--- src/rtl/wiper_bank_pkg.sv ---
package wiper_bank_pkg;
  typedef enum logic [3:0] {
    OP_RD_WIPER  = 4'd0,
    OP_WR_WIPER  = 4'd1,
    OP_RD_PRESET = 4'd2,
    OP_WR_PRESET = 4'd3,
    OP_PRE2WIP   = 4'd4,
    OP_WIP2PRE   = 4'd5,
    OP_ALL_P2W   = 4'd6,
    OP_ALL_W2P   = 4'd7,
    OP_STEP      = 4'd8
  } op_e;

  function automatic logic writes_preset(input logic [3:0] op);
    return (op == OP_WR_PRESET) || (op == OP_WIP2PRE) || (op == OP_ALL_W2P);
  endfunction
endpackage

--- src/rtl/wiper_chan.sv ---
module wiper_chan #(
  parameter int W    = 8,
  parameter int NPRE = 4,
  localparam int SW  = $clog2(NPRE)
) (
  input  logic          clk,
  input  logic          rst_n,
  input  logic          wip_we,
  input  logic          wip_from_pre,
  input  logic          pre_we,
  input  logic          pre_from_wip,
  input  logic [SW-1:0] sel,
  input  logic [W-1:0]  din,
  input  logic          step,
  input  logic          step_up,
  output logic [W-1:0]  wip,
  output logic [W-1:0]  pre_q
);
  localparam logic [W-1:0] MAXC = {W{1'b1}};

  logic [W-1:0] pre [NPRE];

  assign pre_q = pre[sel];

  always_ff @(posedge clk) begin
    if (!rst_n)
      wip <= pre[0];
    else if (wip_we)
      wip <= wip_from_pre ? pre[sel] : din;
    else if (step) begin
      if (step_up && wip != MAXC)
        wip <= wip + W'(1);
      else if (!step_up && wip != '0)
        wip <= wip - W'(1);
    end
  end

  always_ff @(posedge clk) begin
    if (pre_we)
      pre[sel] <= pre_from_wip ? wip : din;
  end

  p_step_move_r9: assert property (@(posedge clk) disable iff (!rst_n)
    (step && !wip_we && step_up && wip != MAXC) |=> wip == $past(wip) + W'(1));

  p_step_sat_r10: assert property (@(posedge clk) disable iff (!rst_n)
    (step && !wip_we && ((step_up && wip == MAXC) || (!step_up && wip == '0)))
      |=> $stable(wip));
endmodule

--- src/rtl/step_ctrl.sv ---
module step_ctrl #(
  parameter int NPOTS = 4,
  localparam int PW   = $clog2(NPOTS)
) (
  input  logic          clk,
  input  logic          rst_n,
  input  logic          enter,
  input  logic [PW-1:0] pot_in,
  input  logic          sel_end,
  input  logic          pulse,
  output logic [NPOTS-1:0] step_vec
);
  logic          active;
  logic [PW-1:0] target;

  always_ff @(posedge clk) begin
    if (!rst_n) begin
      active <= 1'b0;
      target <= '0;
    end else if (sel_end) begin
      active <= 1'b0;
    end else if (enter) begin
      active <= 1'b1;
      target <= pot_in;
    end
  end

  for (genvar p = 0; p < NPOTS; p++) begin : g_vec
    assign step_vec[p] = active && pulse && (target == PW'(p));
  end

  p_exit_r11: assert property (@(posedge clk) disable iff (!rst_n)
    sel_end |=> (step_vec == '0));

  p_single_target_r11: assert property (@(posedge clk) disable iff (!rst_n)
    $onehot0(step_vec));
endmodule

--- src/rtl/wiper_bank.sv ---
module wiper_bank
  import wiper_bank_pkg::*;
#(
  parameter int NPOTS = 4,
  parameter int W     = 8,
  parameter int NPRE  = 4,
  localparam int PW   = $clog2(NPOTS),
  localparam int SW   = $clog2(NPRE)
) (
  input  logic               clk,
  input  logic               rst_n,
  input  logic               cmd_valid,
  output logic               cmd_ready,
  input  logic [3:0]         cmd_op,
  input  logic [PW-1:0]      cmd_pot,
  input  logic [SW-1:0]      cmd_sel,
  input  logic [W-1:0]       cmd_data,
  input  logic               nv_grant,
  input  logic               step_pulse,
  input  logic               step_up,
  input  logic               sel_end,
  output logic               rd_valid,
  output logic [W-1:0]       rd_data,
  output logic [NPOTS*W-1:0] wiper_codes
);
  logic             take;
  logic             is_read;
  logic [NPOTS-1:0] step_vec;
  logic [W-1:0]     wip_q [NPOTS];
  logic [W-1:0]     pre_q [NPOTS];

  assign cmd_ready = rst_n && (!writes_preset(cmd_op) || nv_grant);
  assign take      = cmd_valid && cmd_ready;
  assign is_read   = (cmd_op == OP_RD_WIPER) || (cmd_op == OP_RD_PRESET);

  step_ctrl #(.NPOTS(NPOTS)) u_step (
    .clk(clk), .rst_n(rst_n),
    .enter(take && cmd_op == OP_STEP), .pot_in(cmd_pot),
    .sel_end(sel_end), .pulse(step_pulse), .step_vec(step_vec)
  );

  for (genvar p = 0; p < NPOTS; p++) begin : g_ch
    logic hit, w_we, p_we;
    assign hit  = (cmd_pot == PW'(p));
    assign w_we = take && (((cmd_op == OP_WR_WIPER || cmd_op == OP_PRE2WIP) && hit)
                           || cmd_op == OP_ALL_P2W);
    assign p_we = take && (((cmd_op == OP_WR_PRESET || cmd_op == OP_WIP2PRE) && hit)
                           || cmd_op == OP_ALL_W2P);

    wiper_chan #(.W(W), .NPRE(NPRE)) u_ch (
      .clk(clk), .rst_n(rst_n),
      .wip_we(w_we), .wip_from_pre(cmd_op != OP_WR_WIPER),
      .pre_we(p_we), .pre_from_wip(cmd_op != OP_WR_PRESET),
      .sel(cmd_sel), .din(cmd_data),
      .step(step_vec[p]), .step_up(step_up),
      .wip(wip_q[p]), .pre_q(pre_q[p])
    );

    assign wiper_codes[p*W +: W] = wip_q[p];
  end

  always_ff @(posedge clk) begin
    if (!rst_n) begin
      rd_valid <= 1'b0;
      rd_data  <= '0;
    end else begin
      rd_valid <= take && is_read;
      if (take && is_read)
        rd_data <= (cmd_op == OP_RD_WIPER) ? wip_q[cmd_pot] : pre_q[cmd_pot];
    end
  end

  p_read_answer_r3: assert property (@(posedge clk) disable iff (!rst_n)
    (take && is_read) |=> rd_valid);

  p_no_stray_read_r3: assert property (@(posedge clk) disable iff (!rst_n)
    (!(take && is_read)) |=> !rd_valid);
endmodule

--- config.mk ---
export PLATFORM = sky130hd
export DESIGN_NAME = wiper_bank
export DESIGN_NICKNAME = d
export VERILOG_FILES = /design/src/rtl/wiper_bank_pkg.sv /design/src/rtl/wiper_chan.sv /design/src/rtl/step_ctrl.sv /design/src/rtl/wiper_bank.sv
export SDC_FILE = /design/constraint.sdc
export NUM_CORES = 1
export LEC_CHECK = 0
export BUFFER_PORTS_ARGS = -buffer_cell sky130_fd_sc_hd__buf_2
export CORE_MARGIN = 2
export CORE_UTILIZATION = 55
export DETAILED_ROUTE_END_ITERATION = 8
export HOLD_SLACK_MARGIN = 0.06
export PLACE_DENSITY = 0.76
export SLEW_MARGIN = 20
export SYNTH_ARGS = -nofsm -noshare
export SYNTH_HDL_FRONTEND = slang
export SYNTH_SLANG_ARGS = --single-unit
--- constraint.sdc ---
create_clock -name clk -period 3.1 [get_ports clk]
set_clock_uncertainty 0.15 [all_clocks]
set_input_delay 0.155 -clock clk [delete_from_list [all_inputs] [get_ports clk]]
set_output_delay 0.155 -clock clk [all_outputs]
set_load 0.01 [all_outputs]
==> impl_metrics.csv <==
group,metric,value,unit
timing,post-route-min-period,2.83,ns
grt,antenna_found_initial,0,
power,peakVddDrop,0.000424,V
timing,rsz0062_at_grt,"no",
finish,drive_gt1_share,20.4,%
route,vias_per_cell,6.75,
die,die_width,136,um
route,vias,7831,
worst_setup_path,max_stage_delay,0.42,ns
finish,n_antenna_cell,0,
route,drt-total-wl,29400,um
cts,root_buffer,"clkbuf_16",
timing,fin_crit_sh,91.3,%
grt,grt_overflow,0,
worst_setup_path,cp_common_cell,"nand2_1",
die,design.die.area,18500,um2
cts,clk_pin_slew,0.06,ns
worst_setup_path,worst_path_max_delay_cell,"a2111oi_1",
worst_setup_path,critical_path_class,"reg2reg",
route,drtAntennaViolNets,0,
timing,drv_slew,0,
logic_synthesis,ys_ff_latch,172,
logic_synthesis,synth_edf_count,160,
logic_synthesis,synth_area_per_cell,11.6,um2
timing,fmax,0.353,GHz
worst_hold_path,hold_path.class,"in2reg",
worst_setup_path,cp.arrival,2.86,ns
finish,regArea,5040,um2
power,power_density,520,nW/um2
worst_setup_path,required,3.13,ns
logic_synthesis,ys_async_sr_fraction,0,%
cts,clockBufferDepth,2,
die,start_util,55.7,%
timing,finalSetupTns,0,ns
die,rows,48,
route,drt_iter0_drc,1186,
logic_synthesis,yosys.cell_types.count,64,
cts,clock_latency,0.43,ns
cts,cts_tree,"yes",
worst_setup_path,startpoint_type,"flop",
power,p_leak,4.16,nW
grt,grt_usage,33.0,%
logic_synthesis,netlist_area,9570,um2
placement,io_buffers,64,
worst_hold_path,holdPathStages,3,
worst_setup_path,cp_cell_sequence,"nand4_1 -> nor2_1 -> nand2_1 -> nand2_1 -> ha_1 -> a2111oi_1 -> o21ai_0 -> nand2_1 -> xnor2_1 -> a221o_1",
logic_synthesis,syn_nets,878,
cts,ctsHtreeMaxLevel,4,
worst_setup_path,path_buf_inv,0,
worst_setup_path,r2r_slack,0.27,ns
finish,fin_nets,977,
finish,fill_cells,1321,
flow_run,cap_viol_max_count,0,
logic_synthesis,ys_seq_area_share,52.7,%
worst_setup_path,critPathMaxFanout,8,
finish,multi_input_area,4260,um2
status,outcome,"finished clean",
cts,cts_setup_buffers,0,
logic_synthesis,synth-main-ff-cell,"edfxtp_1",
worst_setup_path,reg2reg_from,"g_ch[2].u_ch.wip[6]",
die,die_h,136,um
grt,first_global_vias,7313,
cts,cts.sinks,172,
route,first_pass_iters,8,
grt,grt_max_degree,48,
timing,worst_pin_slew,1.00,ns
worst_setup_path,reg2regPathDepth,10,
logic_synthesis,ys_warn_count,0,
logic_synthesis,synthCells,823,
cts,numCtsBuffers,17,
timing,maxSlewHeadroom,33.2,%
route,drcViolationCount,0,
worst_setup_path,critPathTopFamily,"compound AO/OA/AOI/OAI gates",
finish,final_core_util,63.9,%
die,core,17200,um2
placement,hpwlAfterDp,21200,um
worst_setup_path,r2r-end,"g_ch[2].u_ch.wip[7]",
timing,finalSetupViolCount,0,
timing,hold_viol,0,
placement,gp_congestion,1.02,
worst_hold_path,worstHoldStart,"cmd_data[0]",
worst_setup_path,cp-end-kind,"flop",
grt,grt_pass1_wl,44200,um
finish,areaGrowthSynthToFinish,14.7,%
route,wire_per_inst,25.3,um
die,pin_count,65,
worst_hold_path,hold-path-endpoint,"g_ch[3].u_ch.pre[0][0]",
[metrics by stage]
step	hold slack, ns	setup slack [ns]	power (mW)	std cells	area [um2]
2_1_floorplan	0.0818	0.142	3.37	823	9570
3_3_place_gp	0.196	0.404	3.73	1125	10400
3_5_place_dp	0.214	0.307	3.75	1125	10400
4_1_cts	0.0751	0.290	5.69	1160	11000
5_1_grt	0.107	0.0563	5.88	1160	11000
6_report	0.0981	0.271	5.70	1160	11000
[Yosys cell counts (3+ instances only)]
| cell | instances | area [um2] |
|---|---|---|
| o211ai_1 | 9 | 67.6 |
| nand2_1 | 157 | 589 |
| xor2_1 | 5 | 43.8 |
| a2111oi_0 | 5 | 43.8 |
| mux4_2 | 32 | 721 |
| clkbuf_1 | 17 | 63.8 |
| nand2b_1 | 13 | 81.3 |
| nand4_1 | 18 | 113 |
| ha_1 | 28 | 350 |
| or4_1 | 12 | 90.1 |
| a31oi_1 | 5 | 31.3 |
| nor4_1 | 5 | 31.3 |
| edfxtp_1 | 160 | 4800 |
| o21ai_0 | 35 | 175 |
| or3_1 | 9 | 56.3 |
| and2_1 | 11 | 68.8 |
| a211oi_1 | 15 | 113 |
| o22ai_1 | 9 | 56.3 |
| xnor2_1 | 7 | 61.3 |
| o2bb2ai_1 | 6 | 52.6 |
| a21oi_1 | 28 | 140 |
| dfxtp_1 | 12 | 240 |
| buf_6 | 4 | 45.0 |
| nand3_1 | 31 | 155 |
| o21bai_1 | 11 | 82.6 |
| nor2_1 | 39 | 146 |
| mux2i_1 | 21 | 210 |
| o2111ai_1 | 9 | 78.8 |
| a22oi_1 | 10 | 75.1 |
| o21ai_1 | 3 | 15.0 |
| nor3_1 | 7 | 35.0 |
| buf_2 | 20 | 100 |
| a21o_1 | 6 | 45.0 |
| inv_1 | 7 | 26.3 |
| a22o_1 | 14 | 123 |
| fa_1 | 4 | 80.1 |
[kinds of logic after synthesis]
group	Yosys count	share of synthesized area [%]
AO/OA/AOI/OAI	182	13.3
XOR/XNOR	12	1.10
adder cells (fa/ha/maj)	33	4.60
buffers and inverters	53	2.72
flip-flops	172	52.7
multiplexers	53	9.73
AND/OR/NAND/NOR	318	15.8
[final cells by class]
class,count,area share [%]
Clock inverter,7,0.365
Sequential cell,172,46.0
Clock buffer,25,4.54
Timing Repair Buffer,126,7.46
Tap cell,225,2.57
Multi-Input combinational cell,598,38.9
Inverter,7,0.239
[cells in the final DEF (no fill, tap or decap), drive strengths merged, types with 10 or more instances in the layout]
master  instances
ha             28
o21ai          38
nor2           39
buf           123
a211oi         16
mux4           32
or4            12
nand2b         13
and2           12
mux2i          21
dfxtp          12
edfxtp        160
a22o           14
a22oi          10
nand3          31
o21bai         11
clkbuf         25
nand4          18
nand2         158
a21oi          28
[report_power, final]
group	leakage [nW]	switching (mW)	internal, mW	total (mW)
clock	0.269	0.850	1.11	1.96
combinational	2.33	0.661	0.413	1.07
sequential	1.56	0.0314	2.64	2.67
[worst max-delay path by stage]
stage | from | endpoint | slack (ns) | depth (start not counted)
floorplan | g_ch[0].u_ch.wip[0] | g_ch[0].u_ch.wip[7] | 0.14 | 8
global placement | g_ch[1].u_ch.wip[5] | g_ch[1].u_ch.wip[7] | 0.40 | 8
detailed placement | g_ch[2].u_ch.wip[6] | g_ch[2].u_ch.wip[7] | 0.31 | 10
CTS | g_ch[2].u_ch.wip[6] | g_ch[2].u_ch.wip[7] | 0.29 | 10
global route | g_ch[2].u_ch.wip[4] | g_ch[2].u_ch.wip[7] | 0.06 | 10
finish | g_ch[2].u_ch.wip[6] | g_ch[2].u_ch.wip[7] | 0.27 | 10
[repair_timing]
| item | CTS | global route |
|---|---|---|
| hold endpoints to repair | 2 | 0 |
| hold buffers | 3 | 0 |
| setup endpoints to repair | 0 | 1 |
| resized for setup | 0 | 1 |
[state kept, by name, indices dropped and copies added, names as in the netlist]
signal,count
g_ch.u_ch.pre,128
g_ch.u_ch.wip,32
rd_data,8
rd_valid,1
u_step.active,1
u_step.target,2
[metal layers]
| layer | GRT usage [%] | up-vias | share of wire [%] |
|---|---|---|---|
| met3 | 8.09 | 96 | 13 |
| met1 | 46.1 | 3771 | 38 |
| met5 | 0 | - | 0 |
| met4 | 14.5 | 0 | 4.1 |
| li1 | - | 3393 | - |
| met2 | 49.3 | 571 | 45 |
[worst min-delay path, delay by kind of cell]
| family | cells | cell delay (ns) |
|---|---|---|
| simple gates | 2 | 0.29 |
| buf+inv | 1 | 0.11 |
Power figures use the tool's default switching activity.
